### src/rtl/bus_stat_drv_pkg.sv
package bus_stat_drv_pkg;

   typedef struct packed {
      logic sync;
      logic inte;
      logic hlda;
      logic wr;
      logic wt;
   } ctl_lines_t;

   localparam int CTL_LINES = $bits(ctl_lines_t);

endpackage

### src/rtl/bsd_stat_latch.sv
module bsd_stat_latch #(
   parameter int DATA_W      = 8,
   parameter int SYNC_STAGES = 1
) (
   input  logic              clk,
   input  logic              rst_n,
   input  logic              sync,
   input  logic              phi2,
   input  logic [DATA_W-1:0] data_in,
   output logic              sync_s,
   output logic [DATA_W-1:0] stat_q
);

   logic [SYNC_STAGES-1:0] sync_pipe;
   logic                   strobe;

   generate
      if (SYNC_STAGES == 1) begin : g_sync_one
         always_ff @(posedge clk or negedge rst_n) begin
            if (!rst_n) sync_pipe <= '0;
            else        sync_pipe <= sync;
         end
      end else begin : g_sync_chain
         always_ff @(posedge clk or negedge rst_n) begin
            if (!rst_n) sync_pipe <= '0;
            else        sync_pipe <= {sync_pipe[SYNC_STAGES-2:0], sync};
         end
      end
   endgenerate

   assign sync_s = sync_pipe[SYNC_STAGES-1];
   assign strobe = sync_s & ~phi2;

   always_ff @(posedge clk or negedge rst_n) begin
      if (!rst_n)      stat_q <= '0;
      else if (strobe) stat_q <= data_in;
   end

endmodule

### src/rtl/bsd_ctl_drive.sv
module bsd_ctl_drive
   import bus_stat_drv_pkg::*;
#(
   parameter bit HAS_CTL_DIS = 1'b1
) (
   input  ctl_lines_t cpu_ctl,
   input  logic       dbin,
   input  logic       dma_in_n,
   input  logic       ctl_dis_n,
   output ctl_lines_t bus_ctl,
   output logic       pdbin,
   output logic       ctl_oe
);

   assign bus_ctl = cpu_ctl;
   assign pdbin   = dbin | ~dma_in_n;

   generate
      if (HAS_CTL_DIS) begin : g_dis_pin
         assign ctl_oe = ctl_dis_n;
      end else begin : g_pulled_up
         assign ctl_oe = 1'b1;
      end
   endgenerate

endmodule

### src/rtl/bsd_dout_drive.sv
module bsd_dout_drive #(
   parameter int DATA_W  = 8,
   parameter int NUM_SRC = 3
) (
   input  logic               dbin,
   input  logic [NUM_SRC-1:0] src_sel,
   input  logic               dout_dis_n,
   input  logic [DATA_W-1:0]  data_in,
   output logic [DATA_W-1:0]  dout,
   output logic               dout_oe
);

   logic onboard_read;

   assign onboard_read = dbin & (|src_sel);
   assign dout         = data_in;
   assign dout_oe      = dout_dis_n & ~onboard_read;

endmodule

### src/rtl/bus_stat_drv.sv
module bus_stat_drv
   import bus_stat_drv_pkg::*;
#(
   parameter int DATA_W      = 8,
   parameter int NUM_SRC     = 3,
   parameter int SYNC_STAGES = 1,
   parameter bit HAS_CTL_DIS = 1'b1
) (
   input  logic               clk,
   input  logic               rst_n,
   input  logic               sync,
   input  logic               phi2,
   input  logic               dbin,
   input  logic               wr,
   input  logic               inte,
   input  logic               hlda,
   input  logic               wait_in,
   input  logic [DATA_W-1:0]  cpu_data,
   input  logic [NUM_SRC-1:0] src_sel,
   input  logic               stat_dis_n,
   input  logic               ctl_dis_n,
   input  logic               dout_dis_n,
   input  logic               dma_in_n,
   output logic [DATA_W-1:0]  bus_stat,
   output logic               bus_stat_oe,
   output logic               bus_sync,
   output logic               bus_inte,
   output logic               bus_hlda,
   output logic               bus_wr,
   output logic               bus_wait,
   output logic               bus_pdbin,
   output logic               bus_ctl_oe,
   output logic [DATA_W-1:0]  bus_dout,
   output logic               bus_dout_oe
);

   generate
      if (DATA_W < 1) begin : g_bad_width
         $error("DATA_W must be at least 1");
      end
      if (NUM_SRC < 1) begin : g_bad_src
         $error("NUM_SRC must be at least 1");
      end
      if (SYNC_STAGES < 1 || SYNC_STAGES > 4) begin : g_bad_stages
         $error("SYNC_STAGES must lie in 1..4");
      end
   endgenerate

   logic       sync_s;
   ctl_lines_t cpu_ctl;
   ctl_lines_t out_ctl;

   bsd_stat_latch #(
      .DATA_W      (DATA_W),
      .SYNC_STAGES (SYNC_STAGES)
   ) u_latch (
      .clk     (clk),
      .rst_n   (rst_n),
      .sync    (sync),
      .phi2    (phi2),
      .data_in (cpu_data),
      .sync_s  (sync_s),
      .stat_q  (bus_stat)
   );

   assign bus_stat_oe = stat_dis_n;

   assign cpu_ctl = '{sync: sync, inte: inte, hlda: hlda, wr: wr, wt: wait_in};

   bsd_ctl_drive #(
      .HAS_CTL_DIS (HAS_CTL_DIS)
   ) u_ctl (
      .cpu_ctl   (cpu_ctl),
      .dbin      (dbin),
      .dma_in_n  (dma_in_n),
      .ctl_dis_n (ctl_dis_n),
      .bus_ctl   (out_ctl),
      .pdbin     (bus_pdbin),
      .ctl_oe    (bus_ctl_oe)
   );

   assign bus_sync = out_ctl.sync;
   assign bus_inte = out_ctl.inte;
   assign bus_hlda = out_ctl.hlda;
   assign bus_wr   = out_ctl.wr;
   assign bus_wait = out_ctl.wt;

   bsd_dout_drive #(
      .DATA_W  (DATA_W),
      .NUM_SRC (NUM_SRC)
   ) u_dout (
      .dbin       (dbin),
      .src_sel    (src_sel),
      .dout_dis_n (dout_dis_n),
      .data_in    (cpu_data),
      .dout       (bus_dout),
      .dout_oe    (bus_dout_oe)
   );

endmodule

### config.mk
export PLATFORM = sky130hd
export DESIGN_NAME = bus_stat_drv
export DESIGN_NICKNAME = d
export VERILOG_FILES = /design/src/rtl/bus_stat_drv_pkg.sv /design/src/rtl/bsd_stat_latch.sv /design/src/rtl/bsd_ctl_drive.sv /design/src/rtl/bsd_dout_drive.sv /design/src/rtl/bus_stat_drv.sv
export SDC_FILE = /design/constraint.sdc
export NUM_CORES = 1
export LEC_CHECK = 0
export BUFFER_PORTS_ARGS = -buffer_cell sky130_fd_sc_hd__buf_2
export CORE_MARGIN = 1.5
export CORE_UTILIZATION = 37
export CTS_CLUSTER_SIZE = 16
export DETAILED_ROUTE_END_ITERATION = 8
export PLACE_DENSITY = 0.85
export SETUP_SLACK_MARGIN = 0.02
export SLEW_MARGIN = 20
export SYNTH_ARGS = -nofsm -noshare
export SYNTH_HDL_FRONTEND = slang
export SYNTH_SLANG_ARGS = --single-unit
### constraint.sdc
create_clock -name clk -period 1.6 [get_ports clk]
set_input_delay 0.16 -clock clk [delete_from_list [all_inputs] [get_ports clk]]
set_output_delay 0.16 -clock clk [all_outputs]
set_load 0.005 [all_outputs]
Yosys cells after proc, flatten, opt, wreduce, memory -nomap -nowiden
Cells that the tools add are included.
- register bits: 9
- bits in latches: 0
- memory bits (writable): 0
- memories: 0
- ROM bits: 0
- $mul: 0
- divide/modulo/power cells: 0
- mux-type cells: 0
- reduce and logical (&&, ||, !) cells: 1
- equal/unequal tests: 0
- bitwise operators: 7
- $add $sub $neg: 0
- $lt $le $gt $ge: 0
- shift operators: 0
- operators with widths (operator ; count):
    $and 1x1->1 ; 3
    $not 1->1 ; 3
    $reduce_or 3->1 ; 1
    $or 1x1->1 ; 1

Depth between registers and ports, before layout
- depth after elaboration: 4
- gate-level depth with buffers: 3
- depth with buffers taken out: 2

Cells and area by module
From an unflattened synthesis, not the netlist that was laid out.
- cell total of the unflattened synthesis: 37
- area total of the unflattened synthesis: 503.0 um2
- modules (own cells, without submodules) (module ; area an instance (um2) ; cells an instance ; instances ; seq. area each (um2)):
    bsd_stat_latch ; 370.4 ; 19 ; 1 ; 225.2
    bsd_dout_drive ; 73.8 ; 10 ; 1 ; 0.0
    bsd_ctl_drive ; 51.3 ; 7 ; 1 ; 0.0
    bus_stat_drv ; 7.5 ; 1 ; 1 ; 0.0

Worst setup path after synthesis
Ideal clock, no wire load.
- path type: register to register
- start point: register u_latch.sync_pipe (netlist: u_latch.sync_s)
- end point: register u_latch.stat_q[0]
- clock period less this slack: 0.994 ns
- data arrival time: 0.869 ns
- setup time: 0.125 ns
- cell stages (with the launch flop): 4
- path buffers: 1
- slack: 0.606 ns
- cell sequence: dfrtp_1 nor2b_4 buf_6 mux2_4
- word-level cells in the longest chain between the ends: 1
- ends and longest elaborated chain (item ; line ; source):
    start, declared ; bsd_stat_latch.sv:14 ; logic [SYNC_STAGES-1:0] sync_pipe;
    start signal, assigned ; bsd_stat_latch.sv:21 ; else sync_pipe <= sync;
    $and 1x1->1 ; bsd_stat_latch.sv:32 ; assign strobe = sync_s & ~phi2;
    end signal, assigned ; bsd_stat_latch.sv:36 ; else if (strobe) stat_q <= data_in;
    end, declared ; bsd_stat_latch.sv:11 ; output logic [DATA_W-1:0] stat_q
No other way between the ends.
A chain may end at the register's enable or synchronous reset.

Final worst setup path
- start point: register u_latch.sync_pipe (netlist: u_latch.sync_s)
- end point: register u_latch.stat_q[3]
Same word-level chain as after synthesis.

==> report_table.html <==
<table>
<tr><th>Metric</th><th>Value</th></tr>
<tr><th colspan="2">Yosys</th></tr>
<tr><td>Xor/xnor share of the synthesized area</td><td>0%</td></tr>
<tr><td>Syn Inst Count</td><td>37</td></tr>
<tr><td>Total standard cell area after synthesis</td><td>503.0 um^2</td></tr>
<tr><td>Share of the synthesized area in compound gates (AO/OA/AOI/OAI)</td><td>about 1.5%</td></tr>
<tr><td>Largest cells by area after synthesis</td><td>sky130_fd_sc_hd__dfrtp_1 45%, sky130_fd_sc_hd__mux2_4 24%, sky130_fd_sc_hd__buf_4 22%, sky130_fd_sc_hd__nor2b_4 2.7%, sky130_fd_sc_hd__buf_6 2.2%</td></tr>
<tr><td>Mux cell area share after synthesis</td><td>between 20% and 30%</td></tr>
<tr><td>Post-synth top area share</td><td>approximately 45%</td></tr>
<tr><td>Number of synthesized register bits</td><td>9</td></tr>
<tr><td>Fraction of the mapped netlist area in adder cells</td><td>0%</td></tr>
<tr><td>Number of unique standard cell types used by synthesis</td><td>8</td></tr>
<tr><td>Average instance area after synthesis</td><td>around 14 um^2</td></tr>
<tr><td>Synth area leader</td><td>sky130_fd_sc_hd__dfrtp_1</td></tr>
<tr><td>Yosys warnings</td><td>0</td></tr>
<tr><td>Largest family of logic cells by synthesized area</td><td>buffers and inverters</td></tr>
<tr><td>Simple-Gate Fraction of Synth Area</td><td>5.224%</td></tr>
<tr><td>Portion of the post-synthesis area used by sequential elements</td><td>between 40% and 50%</td></tr>
<tr><td>Nets in the synthesized netlist</td><td>between 60 and 70</td></tr>
<tr><th colspan="2">Layout</th></tr>
<tr><td>NumNets Final</td><td>87</td></tr>
<tr><td>Diode count</td><td>0</td></tr>
<tr><td>Commonest non-fill, non-tap cell in the layout</td><td>sky130_fd_sc_hd__buf_2</td></tr>
<tr><td>Final Instance Area</td><td>614.3 um^2</td></tr>
<tr><td>Final-layout fill cell count</td><td>around 130</td></tr>
<tr><td>Final instance count without filler cells</td><td>between 70 and 80</td></tr>
<tr><td>Area added between synthesis and finish</td><td>22.14%</td></tr>
<tr><td>Most frequent cells in the layout</td><td>36 x sky130_fd_sc_hd__buf_2, 9 x sky130_fd_sc_hd__dfrtp_1, 8 x sky130_fd_sc_hd__mux2_4, 3 x sky130_fd_sc_hd__clkbuf_4</td></tr>
<tr><td>Share of layout cells above drive strength 1</td><td>about 77%</td></tr>
<tr><th colspan="2">Routing</th></tr>
<tr><td>Final routed wirelength across all metal layers</td><td>slightly below 900 um</td></tr>
<tr><td>Vias per cell</td><td>approximately 4.3</td></tr>
<tr><td>Number of DRC violations after detailed-routing iteration 0</td><td>4</td></tr>
<tr><td>Routed wirelength normalized by instance count</td><td>between 10 and 15 um</td></tr>
<tr><td>First-pass iteration count of the detailed router</td><td>2</td></tr>
<tr><td>Via count</td><td>about 330</td></tr>
<tr><td>Remaining antenna violation count after routing</td><td>0</td></tr>
<tr><td>Number of remaining DRC errors</td><td>0</td></tr>
<tr><th colspan="2">CTS</th></tr>
<tr><td>Number of buffers inserted during clock tree synthesis</td><td>3</td></tr>
<tr><td>Number of instances resized during post-cts repair</td><td>0</td></tr>
<tr><td>Cts hold-fix bufs</td><td>1</td></tr>
<tr><td>CTS tree</td><td>built</td></tr>
<tr><td>Worst-skew pair later-pin latency</td><td>~0.25 ns</td></tr>
<tr><td>Bufs on Longest Clock Path</td><td>2</td></tr>
<tr><td>Post-CTS repair timing setup buffer count</td><td>0</td></tr>
<tr><td>CTS HTree Levels</td><td>1</td></tr>
<tr><td>Root cell of the clock tree</td><td>sky130_fd_sc_hd__clkbuf_4</td></tr>
<tr><td>Clock transition at the registers of the reported paths</td><td>around 0.060 ns</td></tr>
<tr><td>Clock sink total</td><td>9</td></tr>
<tr><th colspan="2">STA</th></tr>
<tr><td>Share of the clock period used by the worst path</td><td>roughly 70%</td></tr>
<tr><td>Fin. max-slew vios</td><td>0</td></tr>
<tr><td>Number of failing setup endpoints in the final timing report</td><td>0</td></tr>
<tr><td>Number of hold violations in the final report</td><td>0</td></tr>
<tr><td>Slew Limit Headroom</td><td>77.45%</td></tr>
<tr><td>Transition time at the pin with the least slew margin</td><td>0.3375 ns</td></tr>
<tr><td>Setup_tns</td><td>0 ns</td></tr>
<tr><td>Final Skew</td><td>0.003426 ns</td></tr>
<tr><td>Achievable frequency</td><td>around 900 MHz</td></tr>
<tr><td>Final Critical Period</td><td>about 1.1 ns</td></tr>
<tr><td>Setup repair after global routing missed its margin</td><td>no</td></tr>
<tr><th colspan="2">GRT</th></tr>
<tr><td>Tot GR Track Use</td><td>around an eighth</td></tr>
<tr><td>Largest net degree at the start of global routing</td><td>10</td></tr>
<tr><td>Wire length of the first global-routing pass</td><td>1235 um</td></tr>
<tr><td>Total congestion overflow after global routing</td><td>0</td></tr>
<tr><td>Vias in the first global route</td><td>slightly above 300</td></tr>
<tr><td>Initial antenna violation count</td><td>0</td></tr>
<tr><th colspan="2">Placed design</th></tr>
<tr><td>Number of instances in the placed design</td><td>72</td></tr>
<tr><td>I/O Buffers</td><td>36</td></tr>
<tr><td>Global placement routability congestion</td><td>about 0.6</td></tr>
<tr><td>Placed Area</td><td>roughly 580 um^2</td></tr>
<tr><th colspan="2">Critical path</th></tr>
<tr><td>Crit path launch type</td><td>flop</td></tr>
<tr><td>Data arrival time at the worst-slack endpoint</td><td>approximately 1.3 ns</td></tr>
<tr><td>Setup slack on the worst flop-to-flop path</td><td>just under 0.5 ns</td></tr>
<tr><td>WP data required</td><td>about 1.7 ns</td></tr>
<tr><td>Top fanout value on the critical path</td><td>8</td></tr>
<tr><td>Type of destination of the critical path</td><td>flop</td></tr>
<tr><td>Slowest stage cell on the critical path</td><td>sky130_fd_sc_hd__mux2_4</td></tr>
<tr><td>Critical Setup Path Class</td><td>flop to flop</td></tr>
<tr><td>Crit-path cells</td><td>nor2b_4, mux2_4</td></tr>
<tr><td>Largest stage delay on the critical path</td><td>~0.34 ns</td></tr>
<tr><th colspan="2">Power and ir drop</th></tr>
<tr><td>Total power divided by cell area</td><td>between 900 and 1000 nW/um^2</td></tr>
<tr><td>Cell leakage power</td><td>between 0.3 and 0.4 nW</td></tr>
<tr><td>Largest vdd supply drop</td><td>slightly above 0.4 mV</td></tr>
<tr><th colspan="2">Die</th></tr>
<tr><td># rows</td><td>13</td></tr>
<tr><td>Initial Util</td><td>~39%</td></tr>
<tr><td>Die span in y</td><td>around 40 um</td></tr>
<tr><td>DIE WIDTH</td><td>between 30 and 40 um</td></tr>
<tr><td>Die area</td><td>1590 um^2</td></tr>
<tr><td>Placeable core region</td><td>about 1300 um^2</td></tr>
<tr><td>Number of top-level pins</td><td>49</td></tr>
<tr><th colspan="2">Run</th></tr>
<tr><td>Number of maximum-capacitance violations</td><td>0</td></tr>
<tr><th colspan="2">Run status</th></tr>
<tr><td>Result of the run</td><td>finished clean</td></tr>
<tr><th colspan="2">Worst hold path</th></tr>
<tr><td>Worst hold path class</td><td>input pin to flop</td></tr>
</table>
==> state kept, by name, indices dropped and copies added (netlist names) <==
signal	count
u_latch.sync_s	1
u_latch.stat_q	8
==> critical path, delay by kind of cell (launching register included) <==
kind	cells	cell delay, ns
simple gates	1	0.33
mux	1	0.34
flops	1	0.32
==> layer usage <==
layer  vias up  part of all wire (%)  GRT usage, %  wire length, um
met5         -                     0             0                0
met4         0                  0.69         11.21                6
met3         2                    11         3.409               95
met2        22                    50         20.16              437
met1       151                    38         12.98              327
li1        156                     -             -                -
==> final cells by class <==
type / instances / area [um^2] / share of cell area, %
flip-flops and latches: 9 / 225.2 / 36.66
repair buffers: 37 / 190.2 / 30.96
multi-input cells: 12 / 153.9 / 25.05
clock buffers: 4 / 26.28 / 4.277
well taps: 15 / 18.77 / 3.055
==> where the power goes <==
part	leakage (nW)	total, mW	switching [mW]	internal, mW
clock network	0.0150	0.172	0.0763	0.0959
logic	0.220	0.137	0.0466	0.0905
registers	0.106	0.274	0.0156	0.259
total	0.340	0.584	0.139	0.445
==> worst paths after layout <==
path / cells past startpoint / end / startpoint
worst max-delay path: 2 / u_latch.stat_q[3] / u_latch.sync_s
worst min-delay path: 1 / u_latch.sync_s / sync
worst max register to register: 2 / u_latch.stat_q[3] / u_latch.sync_s
worst min register to register: 1 / u_latch.stat_q[5] / u_latch.stat_q[5]
max in group asynchronous: 2 / u_latch.stat_q[6] / rst_n
min in group asynchronous: 2 / u_latch.stat_q[1] / rst_n
==> metrics by stage <==
stage	hold slack, ns	utilization (%)	setup slack (ns)	power (mW)
after floorplan	-0.1356	-	0.6060	0.3705
after global placement	0.02414	44.99	0.5062	0.4119
after detailed placement	0.02397	44.99	0.4891	0.4150
after CTS	0.01482	47.81	0.4800	0.5940
after global routing	0.01362	47.81	0.4536	0.6234
final	0.02228	47.81	0.4882	0.5838
==> cell usage after synthesis <==
master / count
sky130_fd_sc_hd__and2_1: 1
sky130_fd_sc_hd__buf_6: 1
sky130_fd_sc_hd__dfrtp_1: 9
sky130_fd_sc_hd__nand2b_1: 1
sky130_fd_sc_hd__mux2_4: 8
sky130_fd_sc_hd__buf_4: 15
sky130_fd_sc_hd__o31ai_1: 1
sky130_fd_sc_hd__nor2b_4: 1
==> kinds of logic (layout without fill, tap and decap cells) <==
family | count (synthesis) | in the layout
AO/OA/AOI/OAI | 1 | 1
multiplexers | 8 | 8
AND/OR/NAND/NOR | 3 | 3
buffers and inverters | 16 | 41
flip-flops | 9 | 9
No activity file was read; power rests on OpenSTA's default activity.
